<file path="src/rtl/srx_pkg.sv">
package srx_pkg;

  typedef enum logic [2:0] {
    ST_HUNT,
    ST_START,
    ST_DATA,
    ST_PAR,
    ST_STOP1,
    ST_STOP2
  } srx_state_e;

  localparam int PAR_EN_BIT  = 1;
  localparam int PAR_ODD_BIT = 0;

  function automatic logic vote3(input logic a, input logic b, input logic c);
    return (a & b) | (a & c) | (b & c);
  endfunction

endpackage

</file>
<file path="src/rtl/srx_sync.sv">
module srx_sync #(
  parameter int   STAGES    = 2,
  parameter logic RESET_VAL = 1'b1
) (
  input  logic clk,
  input  logic rst_n,
  input  logic din,
  output logic dout
);
  logic [STAGES-1:0] chain_q;

  always_ff @(posedge clk or negedge rst_n) begin
    if (!rst_n) chain_q <= {STAGES{RESET_VAL}};
    else        chain_q <= {chain_q[STAGES-2:0], din};
  end

  assign dout = chain_q[STAGES-1];
endmodule

</file>
<file path="src/rtl/srx_sampler.sv">
module srx_sampler
  import srx_pkg::*;
#(
  parameter int OSR        = 16,
  parameter int VOTE_FIRST = 8,
  localparam int CNTW      = $clog2(OSR + 1)
) (
  input  logic clk,
  input  logic rst_n,
  input  logic tick,
  input  logic line_s,
  input  logic enable,
  input  logic hunting,
  output logic edge_evt,
  output logic decide_evt,
  output logic bit_val
);
  localparam logic [CNTW-1:0] LAST_C = CNTW'(OSR);
  localparam logic [CNTW-1:0] ONE_C  = CNTW'(1);
  localparam logic [CNTW-1:0] VA_C   = CNTW'(VOTE_FIRST);
  localparam logic [CNTW-1:0] VB_C   = CNTW'(VOTE_FIRST + 1);
  localparam logic [CNTW-1:0] VC_C   = CNTW'(VOTE_FIRST + 2);

  logic            prev_s;
  logic [CNTW-1:0] cnt_q;
  logic [CNTW-1:0] idx_now;
  logic            samp_a, samp_b;
  logic            busy_tick;

  // index of the sample being taken on this tick, 1..OSR
  always_comb idx_now = (cnt_q == LAST_C) ? ONE_C : cnt_q + ONE_C;

  assign busy_tick  = enable & ~hunting & tick;
  assign edge_evt   = enable & hunting & tick & prev_s & ~line_s;
  assign decide_evt = busy_tick & (idx_now == VC_C);
  assign bit_val    = vote3(samp_a, samp_b, line_s);

  always_ff @(posedge clk or negedge rst_n) begin
    if (!rst_n) begin
      prev_s <= 1'b1;
      cnt_q  <= '0;
      samp_a <= 1'b1;
      samp_b <= 1'b1;
    end else begin
      if (tick) prev_s <= line_s;
      if (edge_evt)       cnt_q <= ONE_C;
      else if (busy_tick) cnt_q <= idx_now;
      if (busy_tick && idx_now == VA_C) samp_a <= line_s;
      if (busy_tick && idx_now == VB_C) samp_b <= line_s;
    end
  end
endmodule

</file>
<file path="src/rtl/srx_frame.sv">
module srx_frame
  import srx_pkg::*;
#(
  parameter int  MIN_BITS = 5,
  parameter int  MAX_BITS = 9,
  parameter int  LENW     = 3,
  localparam int IDXW     = $clog2(MAX_BITS + 1)
) (
  input  logic                clk,
  input  logic                rst_n,
  input  logic                enable,
  input  logic                edge_evt,
  input  logic                decide_evt,
  input  logic                bit_val,
  input  logic [LENW-1:0]     len_code,
  input  logic                par_on,
  input  logic                par_odd,
  input  logic                two_stop,
  input  logic                buf_full,
  input  logic                rd_pulse,
  output logic                hunting,
  output logic                start_ok,
  output logic                store_evt,
  output logic [MAX_BITS-1:0] frm_data,
  output logic                frm_ferr,
  output logic                frm_perr
);
  function automatic logic [IDXW-1:0] bits_for(input logic [LENW-1:0] code);
    if (int'(code) >= MAX_BITS - MIN_BITS) return IDXW'(MAX_BITS);
    return IDXW'(MIN_BITS + int'(code));
  endfunction

  function automatic logic [MAX_BITS-1:0] align_right(input logic [MAX_BITS-1:0] sh,
                                                      input logic [IDXW-1:0] n);
    return sh >> (MAX_BITS - int'(n));
  endfunction

  function automatic logic parity_of(input logic [MAX_BITS-1:0] d, input logic odd);
    return (^d) ^ odd;
  endfunction

  srx_state_e          state_q;
  logic [MAX_BITS-1:0] shreg_q;
  logic [IDXW-1:0]     got_q, nbits_q;
  logic                par_q, odd_q, two_q, pbit_q, drop_q;

  always_ff @(posedge clk or negedge rst_n) begin
    if (!rst_n) begin
      state_q <= ST_HUNT;
      shreg_q <= '0;
      got_q   <= '0;
      nbits_q <= IDXW'(MAX_BITS);
      par_q   <= 1'b0;
      odd_q   <= 1'b0;
      two_q   <= 1'b0;
      pbit_q  <= 1'b0;
      drop_q  <= 1'b0;
    end else if (!enable) begin
      state_q <= ST_HUNT;
    end else begin
      case (state_q)
        ST_HUNT: if (edge_evt) state_q <= ST_START;
        ST_START: if (decide_evt) begin
          if (bit_val) begin
            state_q <= ST_HUNT;
          end else begin
            state_q <= ST_DATA;
            shreg_q <= '0;
            got_q   <= '0;
            nbits_q <= bits_for(len_code);
            par_q   <= par_on;
            odd_q   <= par_odd;
            two_q   <= two_stop;
            drop_q  <= buf_full & ~rd_pulse;
          end
        end
        ST_DATA: if (decide_evt) begin
          shreg_q <= {bit_val, shreg_q[MAX_BITS-1:1]};
          got_q   <= got_q + 1'b1;
          if (got_q == nbits_q - 1'b1) state_q <= par_q ? ST_PAR : ST_STOP1;
        end
        ST_PAR: if (decide_evt) begin
          pbit_q  <= bit_val;
          state_q <= ST_STOP1;
        end
        ST_STOP1: if (decide_evt) state_q <= two_q ? ST_STOP2 : ST_HUNT;
        ST_STOP2: if (decide_evt) state_q <= ST_HUNT;
        default:  state_q <= ST_HUNT;
      endcase
    end
  end

  assign hunting   = (state_q == ST_HUNT);
  assign start_ok  = (state_q == ST_START) & decide_evt & ~bit_val;
  assign store_evt = (state_q == ST_STOP1) & decide_evt & ~drop_q;
  assign frm_data  = align_right(shreg_q, nbits_q);
  assign frm_ferr  = ~bit_val;
  assign frm_perr  = par_q & (pbit_q != parity_of(frm_data, odd_q));
endmodule

</file>
<file path="src/rtl/srx_holdbuf.sv">
module srx_holdbuf #(
  parameter int MAX_BITS = 9
) (
  input  logic                clk,
  input  logic                rst_n,
  input  logic                enable,
  input  logic                store_evt,
  input  logic [MAX_BITS-1:0] in_data,
  input  logic                in_ferr,
  input  logic                in_perr,
  input  logic                start_ok,
  input  logic                rd_pulse,
  output logic                full,
  output logic [MAX_BITS-1:0] out_data,
  output logic                out_ferr,
  output logic                out_perr,
  output logic                out_ovr
);
  always_ff @(posedge clk or negedge rst_n) begin
    if (!rst_n) begin
      full     <= 1'b0;
      out_data <= '0;
      out_ferr <= 1'b0;
      out_perr <= 1'b0;
      out_ovr  <= 1'b0;
    end else if (!enable) begin
      full     <= 1'b0;
      out_data <= '0;
      out_ferr <= 1'b0;
      out_perr <= 1'b0;
      out_ovr  <= 1'b0;
    end else if (store_evt) begin
      full     <= 1'b1;
      out_data <= in_data;
      out_ferr <= in_ferr;
      out_perr <= in_perr;
      out_ovr  <= 1'b0;
    end else if (rd_pulse) begin
      full     <= 1'b0;
      out_ferr <= 1'b0;
      out_perr <= 1'b0;
      out_ovr  <= 1'b0;
    end else if (start_ok && full) begin
      out_ovr  <= 1'b1;
    end
  end
endmodule

</file>
<file path="src/rtl/serial_rx_core.sv">
module serial_rx_core
  import srx_pkg::*;
#(
  parameter int OSR         = 16,
  parameter int VOTE_FIRST  = 8,
  parameter int MIN_BITS    = 5,
  parameter int MAX_BITS    = 9,
  parameter int LENW        = 3,
  parameter int SYNC_STAGES = 2
) (
  input  logic                clk,
  input  logic                rst_n,
  input  logic                sample_tick,
  input  logic                rx_line,
  input  logic                rx_on,
  input  logic [LENW-1:0]     len_code,
  input  logic [1:0]          par_mode,
  input  logic                two_stop,
  input  logic                rd_pulse,
  output logic [MAX_BITS-2:0] rd_data,
  output logic                rd_ext,
  output logic                full,
  output logic                err_frame,
  output logic                err_parity,
  output logic                err_overrun
);
  logic                line_s;
  logic                edge_evt, decide_evt, bit_val;
  logic                hunting, start_ok, store_evt;
  logic [MAX_BITS-1:0] frm_data, buf_data;
  logic                frm_ferr, frm_perr;

  srx_sync #(.STAGES(SYNC_STAGES), .RESET_VAL(1'b1)) u_sync (
    .clk(clk), .rst_n(rst_n), .din(rx_line), .dout(line_s)
  );

  srx_sampler #(.OSR(OSR), .VOTE_FIRST(VOTE_FIRST)) u_sampler (
    .clk(clk), .rst_n(rst_n), .tick(sample_tick), .line_s(line_s),
    .enable(rx_on), .hunting(hunting),
    .edge_evt(edge_evt), .decide_evt(decide_evt), .bit_val(bit_val)
  );

  srx_frame #(.MIN_BITS(MIN_BITS), .MAX_BITS(MAX_BITS), .LENW(LENW)) u_frame (
    .clk(clk), .rst_n(rst_n), .enable(rx_on),
    .edge_evt(edge_evt), .decide_evt(decide_evt), .bit_val(bit_val),
    .len_code(len_code), .par_on(par_mode[PAR_EN_BIT]), .par_odd(par_mode[PAR_ODD_BIT]),
    .two_stop(two_stop), .buf_full(full), .rd_pulse(rd_pulse),
    .hunting(hunting), .start_ok(start_ok), .store_evt(store_evt),
    .frm_data(frm_data), .frm_ferr(frm_ferr), .frm_perr(frm_perr)
  );

  srx_holdbuf #(.MAX_BITS(MAX_BITS)) u_buf (
    .clk(clk), .rst_n(rst_n), .enable(rx_on),
    .store_evt(store_evt), .in_data(frm_data), .in_ferr(frm_ferr), .in_perr(frm_perr),
    .start_ok(start_ok), .rd_pulse(rd_pulse),
    .full(full), .out_data(buf_data), .out_ferr(err_frame),
    .out_perr(err_parity), .out_ovr(err_overrun)
  );

  assign rd_data = buf_data[MAX_BITS-2:0];
  assign rd_ext  = buf_data[MAX_BITS-1];
endmodule

</file>
<file path="config.mk">
export PLATFORM = sky130hd
export DESIGN_NAME = serial_rx_core
export DESIGN_NICKNAME = d
export VERILOG_FILES = /design/src/rtl/srx_pkg.sv /design/src/rtl/srx_sync.sv /design/src/rtl/srx_sampler.sv /design/src/rtl/srx_frame.sv /design/src/rtl/srx_holdbuf.sv /design/src/rtl/serial_rx_core.sv
export SDC_FILE = /design/constraint.sdc
export NUM_CORES = 1
export LEC_CHECK = 0
export BUFFER_PORTS_ARGS = -buffer_cell sky130_fd_sc_hd__buf_2
export CAP_MARGIN = 20
export CORE_ASPECT_RATIO = 1.1
export CORE_UTILIZATION = 35
export CTS_CLUSTER_SIZE = 30
export DETAILED_ROUTE_END_ITERATION = 7
export SLEW_MARGIN = 20
export SYNTH_ARGS = -nofsm -noshare
export SYNTH_HDL_FRONTEND = slang
export SYNTH_SLANG_ARGS = --single-unit
</file>
<file path="constraint.sdc">
create_clock -name clk -period 6.2 [get_ports clk]
set_input_delay 1.24 -clock clk [delete_from_list [all_inputs] [get_ports clk]]
set_output_delay 1.24 -clock clk [all_outputs]
set_load 0.05 [all_outputs]
</file>
* After elaboration in Yosys (flattened, before gate mapping) *
Index checks and enable logic that the tools add are counted.

word-level totals
  register bits after elaboration = 48
  bits of input ports = 12
  word-level logic and storage cells = 128

cells by class
  $add $sub $neg = 5
  magnitude comparators = 1
  eq/ne operators = 24
  shifts and indexed selects = 1
  mux-type cells = 43
  bitwise operators = 24
  reductions and logical operators = 11

operators by type and width
  operator                                                count
  2-to-1 mux 9 bit                                        5
  >> shifter 9 x 32 -> 9 bit                              1
  2-to-1 mux 3 bit                                        10
  2-to-1 mux 4 bit                                        5
  inequality test 3 x 2 -> 1 bit (second input constant)  6
  case mux 3 bit (6 select lines)                         1
  case mux 9 bit (2 select lines)                         1
  AND 1 bit                                               16
  2-to-1 mux 1 bit                                        16
  equality test 5 x 4 -> 1 bit (second input constant)    3
  2-to-1 mux 5 bit                                        3
  parity 9 bit                                            1
  case mux 4 bit (2 select lines)                         1
  AND reduction 7 bit                                     1
  equality test 3 x 2 -> 1 bit (second input constant)    2
  equality test 3 bit (second input constant)             2
  inequality test 2 x 1 -> 1 bit (second input constant)  3
  adder 5 x 1 -> 5 bit (second input constant)            1
  equality test 5 bit (second input constant)             1
  NOT 1 bit                                               5
  AND reduction 5 bit                                     1
  subtractor 4 x 4 -> 5 bit (first input constant)        1
  adder 3 x 3 -> 4 bit (first input constant)             1
  adder 4 x 1 -> 4 bit (second input constant)            1
  17 further kinds                                        21

* Logic depth before layout (Yosys ltp) *
Gate-level depths: netlist (run 1).

  word-level depth = 12
  gate-level depth with buffers = 11
  gate-level depth less buffers = 9

* Modules after synthesis *
A second synthesis (run 1) with hierarchy kept.

second synthesis, totals
  cells, all modules = 291
  area total of the unflattened synthesis = 2,830.2 sq um

by module, submodules not included
  module       instances  cells an instance  area an instance (sq um)  sequential area each (sq um)
  srx_frame    1          190                1,711.6                   628.1
  srx_holdbuf  1          44                 549.3                     325.3
  srx_sampler  1          55                 516.7                     203.9
  srx_sync     1          2                  52.6                      52.6

* Least setup slack after synthesis (run 1) *
No wires, ideal clock.

  path kind = in2reg
  start point = input sample_tick
  end point = register u_buf.out_perr
  library setup time = 0.122 ns
  data arrival time = 2.644 ns
  required time = 6.078 ns
  path slack = 3.435 ns
  stages = 6
  cell sequence = nand3_2 -> a2111o_1 -> or3_1 -> buf_2 -> buf_6 -> a32o_1

between the ends
  longest elaborated chain between the ends = 6
  elaborated cells between the ends (all ways) = 7

RTL lines
  what                         RTL line              text
  from (decl)                  serial_rx_core.sv:13  input logic sample_tick,
  AND 1 bit (*)                srx_sampler.sv:33     assign busy_tick = enable & ~hunting & tick;
  AND 1 bit (*)                srx_sampler.sv:35     assign decide_evt = busy_tick & (idx_now == VC_C);
  AND 1 bit (*) (2 in series)  srx_frame.sv:95       assign store_evt = (state_q == ST_STOP1) & decide_evt & ~drop_q;
  2-to-1 mux 1 bit             srx_holdbuf.sv:32     end else if (store_evt) begin
  2-to-1 mux 1 bit             srx_holdbuf.sv:26     end else if (!enable) begin
  to (signal assigned)         srx_holdbuf.sv:36     out_perr <= in_perr;
  to (decl)                    srx_holdbuf.sv:16     output logic out_perr,

Every way passes the cells marked *; elsewhere a longest branch is shown, timed or not.
A chain may end at the register's enable or synchronous reset.

* Worst setup path in the final report (run 1) *
  start point = input rx_on
  end point = register u_frame.odd_q

between the ends
  longest elaborated chain between the ends = 4

RTL lines
  what                               RTL line              text
  from (decl)                        serial_rx_core.sv:15  input logic rx_on,
  AND 1 bit (2 in series)            srx_sampler.sv:33
  AND 1 bit                          srx_sampler.sv:35
  AND reduction 4 bit (no line) (*)  n/a
  to (signal assigned)               srx_frame.sv:72       odd_q <= par_odd;
  to (decl)                          srx_frame.sv:45       logic par_q, odd_q, two_q, pbit_q, drop_q;

Marked as above.

==> results by group, run 1 <==
Floorplan
  – Core Region: 0.00787 mm²
  – Die Span Y: 96.2 µm
  – Core Rows: 34
  – Io pins: 25
  – Die Area: 0.00843 mm²
  – Starting density of the core: 35.9%
  – Die W: 87.6 µm

Logic synthesis
  – Ys async rst share: 100%
  – Leading register cell type out of synthesis: dfrtp_1
  – #FFs+latches synth: 48
  – Yosys warning count: 0
  – Post-Synthesis Cells: 307
  – Synth Cell Area: 0.00282 mm²
  – Post-synth EDFFs: 0
  – Syn avg cell area: 9.20 µm²
  – Syn_nets: 328
  – Synth unique cells: 53
  – Sequential fraction of the synthesis area: 42.8%

GRT
  – Initial antenna violation count: 0
  – GRT Util Overall: 14.7%
  – Vias in the first global route: 2076
  – GR Layer Usage met2: 25.6%
  – First-pass GRT wire length: 9640 µm
  – Met1 usage: 17.5%
  – Layer with the highest usage: met2
  – GRT overflow: 0
  – Met3 Resource Use GR: 3.52%
  – Largest net degree at the start of global routing: 49

Clocking
  – Clk sink count: 48
  – Cts bufs inserted: 5
  – CTS H-tree lvls: 2
  – CTS-repair resized insts: 0
  – Clock tree buffer depth: 2
  – TritonCTS clock tree: built
  – Worst-Skew Late Latency: 300 ps
  – Clk pin slew, worst setup/hold paths: 80 ps
  – Post-CTS Setup Bufs: 0
  – CTS Hold Buffers Added: 0
  – Root Buffer: clkbuf_8

Timing
  – Count of final hold-check violations: 0
  – Slew @ Worst Pin: 954 ps
  – Relative slew slack: 35.9%
  – Clock skew: 14.2 ps
  – Fin crit share: 53.0%
  – Setup tns final: 0 ps
  – Setup violations, final: 0
  – Worst Setup Slack, final: 2910 ps
  – Highest clock rate: 304 MHz
  – Final Max Tran Viols: 0
  – Final min period: 3290 ps
  – RSZ-0062 raised after global routing: false

Finish
  – Antenna diodes: 0
  – Filler cells: 800
  – Syn-to-layout area delta: 10.7%
  – Final core utilization: 39.7%
  – Most common cell after layout, fill and taps aside: nand2_1
  – Most frequent cells in the layout: nand2_1, dfrtp_1, o21ai_0, buf_2, nand3_1
  – Final nets: 343
  – Share of layout cells above drive strength 1: 16.7%

Setup path
  – Arrival time worst endpoint: 3470 ps
  – CP max FO: 23
  – Worst EP required: 6380 ps
  – Critical path type: in2reg
  – CP endpoint kind: register
  – Startpoint types: primary input

Power and ir drop
  – Leakage: 1.39 nW
  – Maximum vdd drop: 0.000142 V
  – Pwr dens: 210 mW/mm²

Placed design
  – Post-DP HPWL: 4170 µm
  – Number of port buffers: 24
  – Gpl congestion: 0.827
  – Place WS: 2550 ps

Route
  – Wire length per cell: 13.0 µm
  – Post-route ant nets: 0
  – DR vias/cell: 5.01
  – TritonRoute pass-1 iters: 4
  – Vias post-DR: 2160
  – Number of DRC markers in iteration 0: 73
  – DRC Markers: 0
  – Drt total wl: 5590 µm

Run
  – Total of max-cap violations: 0

Status
  – Outcome: finished clean

Hold path
  – HP Class: reg2reg
## kinds of logic after synthesis
kind of cell	after synthesis	share of synthesized area [%]
buffers and inverters	30	4.74
AND/OR/NAND/NOR	114	19.8
multiplexers	16	6.51
adder cells (fa/ha/maj)	10	4.34
flip-flops	48	42.8
AO/OA/AOI/OAI	72	15.6
XOR/XNOR	17	6.25
## area by class of cell
type | count | area [µm²] | share of cell area, %
multi-input combinational | 229 | 1490 | 47.6
sequential | 48 | 1210 | 38.7
timing repair buffer | 26 | 135 | 4.32
tap | 108 | 135 | 4.32
clock buffer | 5 | 68.8 | 2.20
inverter | 12 | 45.0 | 1.44
clock inverter | 3 | 42.5 | 1.36
## per-layer routing
metal | part of all wire (%) | vias up
met4 | 1.8 | 0
met2 | 50 | 25
li1 | - | 1098
met5 | 0 | -
met1 | 46 | 1028
met3 | 2.5 | 9
## cell usage after synthesis (2+ instances only)
library cell / n / share of area, %
a21oi_1: 12 / 2.1
nor2b_1: 4 / 0.89
nor2_1: 20 / 2.7
dfstp_2: 7 / 6.5
nand3_1: 21 / 3.7
nor3_1: 2 / 0.35
xnor2_1: 11 / 3.4
o31ai_1: 3 / 0.80
buf_2: 8 / 1.4
inv_1: 12 / 1.6
and3b_1: 2 / 0.62
nand2_1: 42 / 5.6
o22ai_1: 4 / 0.89
xor2_1: 4 / 1.2
o41ai_1: 2 / 0.62
nand3b_1: 3 / 0.80
ha_1: 9 / 4.0
a21boi_0: 3 / 0.80
dfrtp_1: 41 / 36
xnor3_1: 2 / 1.6
o21ai_0: 33 / 5.8
mux2_2: 9 / 3.6
nand2b_1: 6 / 1.3
mux2i_1: 6 / 2.1
and2_1: 3 / 0.66
o311ai_0: 2 / 0.62
clkbuf_1: 7 / 0.93
or3_1: 4 / 0.89
## power breakdown
part	switching [mW]	internal, mW	leakage [nW]
clock network	0.106	0.119	0.0541
logic	0.0488	0.0342	0.707
registers	0.0216	0.327	0.630
## final timing paths
check                                                     end                           start  cells after the start  slack [ps]
worst max-delay path                u_frame.odd_q$_DFFE_PN0P_                           rx_on                      6        2910
worst min-delay path              u_sync.chain_q[1]$_DFF_PN1_     u_sync.chain_q[0]$_DFF_PN1_                      0         360
worst max register to register      u_frame.odd_q$_DFFE_PN0P_  u_sampler.cnt_q[0]$_DFFE_PN0P_                      8        3220
worst min register to register    u_sync.chain_q[1]$_DFF_PN1_     u_sync.chain_q[0]$_DFF_PN1_                      0         360
max in group asynchronous        u_frame.got_q[0]$_DFFE_PN0P_                           rst_n                      2        4760
min in group asynchronous       u_buf.out_data[1]$_DFFE_PN0P_                           rst_n                      2        1020
## state kept, by name, indices dropped and copies added (netlist names)
register / cells
u_sync.chain_q: 2
u_frame.got_q: 4
u_buf.out_perr: 1
u_sampler.cnt_q: 5
u_frame.shreg_q: 9
u_buf.full: 1
u_frame.nbits_q: 4
u_frame.odd_q: 1
u_sampler.samp_b: 1
u_buf.out_ovr: 1
u_frame.drop_q: 1
u_buf.out_ferr: 1
u_frame.pbit_q: 1
u_frame.state_q: 3
u_buf.out_data: 9
u_frame.par_q: 1
u_sampler.prev_s: 1
u_sampler.samp_a: 1
u_frame.two_q: 1
## worst max-delay path, stage by stage
cell and delay, ps:
buf_2 260, nand3_2 160, a211oi_1 350, nand3_1 210, nor4_4 830, mux2_2 410
## per-stage QoR
step                      std cells  hold slack [ps]  power, mW  area, µm²
after global placement          423              347      0.436       3010
after floorplan                 307              345      0.409       2820
after detailed placement        423              350      0.438       3010
final                           431              360      0.657       3130
after CTS                       431              362      0.668       3130
after global routing            431              364      0.693       3130
Note: power is estimated with default switching activity, not from simulation.
==> inputs of run 2 (changes only) <==
- clock period: 6.2 -> 2.7 ns (I/O delays scaled with it)
==> results by group, run 2 (synthesized netlist as in run 1, its figures left out) <==
Clocking
  – Clock tree buffer depth: 2
  – Root Buffer: clkbuf_8
  – Clk pin slew, worst setup/hold paths: 90 ps
  – TritonCTS clock tree: built
  – Cts bufs inserted: 5
  – Worst-Skew Late Latency: 300 ps
  – CTS H-tree lvls: 2
  – Clk sink count: 48

Floorplan
  – Die W: 87.6 µm
  – Core Region: 0.00787 mm²
  – Die Span Y: 96.2 µm
  – Core Rows: 34
  – Io pins: 25
  – Starting density of the core: 35.9%
  – Die Area: 0.00843 mm²

Power and ir drop
  – Maximum vdd drop: 0.000296 V
  – Post-route total power: 1.52 mW
  – Pwr dens: 463 mW/mm²
  – Leakage: 1.49 nW

Timing
  – Relative slew slack: 59.3%
  – Clock skew: 6.46 ps
  – Highest clock rate: 391 MHz
  – Setup violations, final: 0
  – Fin crit share: 94.7%
  – RSZ-0062 raised after global routing: true
  – Final min period: 2560 ps
  – Count of final hold-check violations: 0
  – Final Max Tran Viols: 0
  – Slew @ Worst Pin: 610 ps

Setup path
  – Arrival time worst endpoint: 2760 ps
  – Critical path type: reg2reg
  – CP endpoint kind: register
  – CP max FO: 16
  – Startpoint types: register
  – Crit Reg-Reg Startpoint: u_frame.nbits_q[0]$_DFFE_PN1P_
  – Worst EP required: 2900 ps
  – Critical Path Source: u_frame.nbits_q[0]$_DFFE_PN1P_

Finish
  – Antenna diodes: 0
  – Layout Cells excl Fill: 450
  – Syn-to-layout area delta: 16.3%
  – Most common cell after layout, fill and taps aside: nand2_1
  – Share of layout cells above drive strength 1: 21.3%
  – Largest registers: u_buf.out_data x9, u_frame.shreg_q x9, u_sampler.cnt_q x5
  – Most frequent cells in the layout: nand2_1, dfrtp_1, o21ai_0, buf_2, nand3_1
  – Final nets: 362

GRT
  – Vias in the first global route: 2210
  – GRT Util Overall: 16.0%
  – GRT overflow: 0
  – Initial antenna violation count: 0
  – Largest net degree at the start of global routing: 49
  – First-pass GRT wire length: 10400 µm

Status
  – Outcome: finished clean

Placed design
  – Dpl cells: 440
  – Gpl congestion: 0.861
  – Post-DP HPWL: 4490 µm
  – Number of port buffers: 24

Hold path
  – HP Class: in2async

Route
  – Wire length per cell: 13.4 µm
  – DRC Markers: 0
  – DR vias/cell: 5.06
  – Post-route ant nets: 0
  – TritonRoute pass-1 iters: 4
  – Vias post-DR: 2279
  – Number of DRC markers in iteration 0: 138
  – Drt total wl: 6040 µm

Run
  – Total of max-cap violations: 0
==> run 2: cell types whose count changed in the layout (fill, tap and decap cells not counted) <==
cell        previous run  this run
buf_4                  2        20
buf_12                 0         1
clkbuf_1               0         1
clkinvlp_4             1         0
dfstp_2                7         6
dfstp_4                0         1
or4_1                  1         0
or4_4                  0         1
==> run 2: power by group <==
group	switching (mW)	internal [mW]	total, mW
logic	0.121	0.0898	0.211
clock network	0.246	0.275	0.521
registers	0.0403	0.750	0.790
total	0.407	1.11	1.52
==> run 2: layer usage <==
metal  share of wire (%)  vias to the layer above  global-route usage [%]
li1                    -                     1142                       -
met1                  45                     1098                    20.0
met2                  51                       34                    27.6
met3                 2.7                        5                    3.17
met4                 1.2                        0                    5.33
met5                   0                        -                       0
==> run 2: layout make-up <==
cell class	count	area, µm²
Clock buffer	6	72.6
Clock inverter	2	35.0
Fill cell	807	4590
Inverter	12	45.0
Multi-Input combinational cell	229	1490
Sequential cell	48	1210
Tap cell	108	135
Timing Repair Buffer	45	290
==> run 2: timing repair <==
item,CTS,global route
setup endpoints to repair,0,16
gates resized for setup,0,2
hold buffers,0,0
buffers inserted,0,2
==> run 2: critical path: stages (launching register included) <==
cell      delay (ps)
dfstp_4          740
mux2_2           350
nand2_1           60
a21oi_1           50
o311ai_0         550
xnor3_1          500
a32o_1           200
==> run 2: through the flow <==
step | setup slack, ps | TNS, ps | area [µm²] | hold slack [ps] | utilization [%]
after floorplan | 289 | 0 | 2820 | 244 | -
after global placement | 8.62 | 0 | 3150 | 347 | 40.1
after detailed placement | 56.8 | 0 | 3150 | 349 | 40.1
after CTS | 57.6 | 0 | 3260 | 317 | 41.4
after global routing | -36.3 | -72.1 | 3280 | 307 | 41.7
final | 143 | 0 | 3280 | 320 | 41.7
==> run 2: path summary, 6_finish.rpt <==
check	end	cells after the start	slack (ps)
worst max-delay path	u_buf.out_perr$_DFFE_PN0P_	6	140
worst min-delay path	u_buf.out_data[3]$_DFFE_PN0P_	2	320
worst max register to register	u_buf.out_perr$_DFFE_PN0P_	6	140
worst min register to register	u_sync.chain_q[1]$_DFF_PN1_	0	360
max in group asynchronous	u_frame.got_q[1]$_DFFE_PN0P_	2	1960
min in group clk	u_sync.chain_q[0]$_DFF_PN1_	1	330
==> inputs of run 3 (changes only) <==
- CORE_MARGIN: default -> 3
==> results by group, run 3 (synthesized netlist as in run 1, its figures left out) <==
Route
  – DR vias/cell: 4.96
  – Post-route ant nets: 0
  – Number of DRC markers in iteration 0: 62
  – Drt total wl: 5900 µm
  – TritonRoute pass-1 iters: 4
  – Wire length per cell: 13.3 µm
  – Vias post-DR: 2208
  – DRC Markers: 0

Clocking
  – Root Buffer: clkbuf_8
  – TritonCTS clock tree: built
  – Worst-Skew Late Latency: 300 ps
  – Cts bufs inserted: 5
  – Clock tree buffer depth: 2
  – Clk sink count: 48
  – Clk pin slew, worst setup/hold paths: 90 ps
  – CTS Hold Buffers Added: 0
  – CTS H-tree lvls: 2

Placed design
  – Post-DP HPWL: 4390 µm
  – Place WS: 132 ps
  – Gpl congestion: 0.895
  – Number of port buffers: 24
  – Total cell area at the placement stage: 0.00313 mm²

Floorplan
  – Die W: 91.6 µm
  – Die Area: 0.00918 mm²
  – Starting density of the core: 37.0%
  – Die Span Y: 100 µm
  – Core Region: 0.00764 mm²
  – Io pins: 25
  – Core Rows: 33

Finish
  – Most frequent cells in the layout: nand2_1, dfrtp_1, o21ai_0, buf_2, nand3_1
  – Antenna diodes: 0
  – Final core utilization: 42.5%
  – Largest registers: u_buf.out_data x9, u_frame.shreg_q x9, u_sampler.cnt_q x5
  – Most common cell after layout, fill and taps aside: nand2_1
  – Final nets: 360
  – Share of layout cells above drive strength 1: 21.5%
  – Post-route design area: 0.00325 mm²
  – Syn-to-layout area delta: 15.0%

Power and ir drop
  – Maximum vdd drop: 0.000200 V
  – Int Power: 1.05 mW
  – NetSw: 0.401 mW
  – Clock power share: 30.6%
  – Comb pwr share: 15.0%
  – Leakage: 1.47 nW
  – Sw Ratio: 27.6%
  – Pwr dens: 447 mW/mm²
  – Reg power frac: 54.4%

Timing
  – Final Max Tran Viols: 0
  – Setup tns final: 0 ps
  – Count of final hold-check violations: 0
  – Clock skew: 4.78 ps
  – Worst hold margin: 330 ps
  – RSZ-0062 raised after global routing: false
  – Relative slew slack: 59.7%
  – Slew @ Worst Pin: 604 ps
  – Fin crit share: 94.0%
  – Setup violations, final: 0
  – Worst Setup Slack, final: 162 ps
  – Final min period: 2540 ps
  – Highest clock rate: 394 MHz

Setup path
  – R2r endpoint: u_buf.out_perr$_DFFE_PN0P_
  – Worst Path Buf+Inv: 0
  – R2R cell count: 7
  – Critical path type: reg2reg
  – Worst EP required: 2890 ps
  – Startpoint types: register
  – CP max stage cell: dfstp_4
  – CP delay by family, top: flip-flops
  – CP max FO: 16
  – Cells along the critical path: mux2_2 > o2bb2ai_1 > nor2b_1 > a21oi_1 > xnor3_1 > xnor3_1 > a32o_1
  – Internal reg-to-reg setup slack: 160 ps
  – CP endpoint kind: register
  – Crit path top cell by count: xnor3_1
  – Stages on the worst setup path: 7
  – Crit Reg-Reg Startpoint: u_frame.nbits_q[0]$_DFFE_PN1P_
  – Crit-path max cell delay: 740 ps
  – Arrival time worst endpoint: 2730 ps

Hold path
  – HP Class: in2async

GRT
  – Initial antenna violation count: 0
  – Vias in the first global route: 2194
  – Largest net degree at the start of global routing: 49
  – GRT overflow: 0
  – GRT Util Overall: 13.8%
  – First-pass GRT wire length: 10300 µm

Run
  – Total of max-cap violations: 0

Status
  – Outcome: finished clean
[run 3: area by class of cell]
type / count / area (µm²)
repair buffers: 43 / 263
flip-flops and latches: 48 / 1210
clock buffers: 8 / 90.1
well taps: 105 / 131
inverters: 12 / 45.0
fillers: 756 / 4390
multi-input cells: 229 / 1500
[run 3: power groups by stage]
stage               Sequential [mW]  Clock [mW]  Combinational (mW)
finish                        0.790       0.444               0.218
global route                  0.798       0.494               0.249
global placement              0.801           0               0.214
CTS                           0.790       0.463               0.218
detailed placement            0.803           0               0.215
floorplan                     0.792           0               0.148
[run 3: metrics by stage]
step / power, mW / cells
global route: 1.54 / 445
detailed placement: 1.02 / 436
global placement: 1.01 / 436
floorplan: 0.940 / 307
finish: 1.45 / 445
CTS: 1.47 / 444
[run 3: how the worst max path moves through the flow]
| stage | start | slack (ps) | to |
|---|---|---|---|
| final | u_frame.nbits_q[0]$_DFFE_PN1P_ | 160 | u_buf.out_perr$_DFFE_PN0P_ |
| after global routing | u_sampler.cnt_q[1]$_DFFE_PN0P_ | 20 | u_frame.shreg_q[1]$_DFFE_PN0P_ |
| after CTS | u_sampler.cnt_q[0]$_DFFE_PN0P_ | 70 | u_frame.nbits_q[0]$_DFFE_PN1P_ |
| after detailed placement | u_frame.nbits_q[0]$_DFFE_PN1P_ | 130 | u_buf.out_perr$_DFFE_PN0P_ |
| after global placement | u_frame.nbits_q[0]$_DFFE_PN1P_ | 170 | u_buf.out_perr$_DFFE_PN0P_ |
| after floorplan | u_frame.nbits_q[1]$_DFFE_PN0P_ | 290 | u_buf.out_perr$_DFFE_PN0P_ |
[run 3: repair_timing]
| action | CTS | global route |
|---|---|---|
| buffers inserted | 0 | 1 |
| resized for setup | 0 | 5 |
| endpoints found under the setup margin | 0 | 26 |
[run 3: routing by layer]
layer	up-vias	share of wire, %	track usage (%)	wire [µm]
met4	0	1.6	5.57	97
met3	6	3.3	2.85	194
met1	1035	50	18.5	2940
met2	35	45	21.8	2660
li1	1132	-	-	-
met5	-	0	0	0
[run 3: worst register-to-register path, stage by stage, from the launching register on]
cell and delay (ps):
dfstp_4 740, mux2_2 370, o2bb2ai_1 160, nor2b_1 150
a21oi_1 160, xnor3_1 440, xnor3_1 200, a32o_1 210
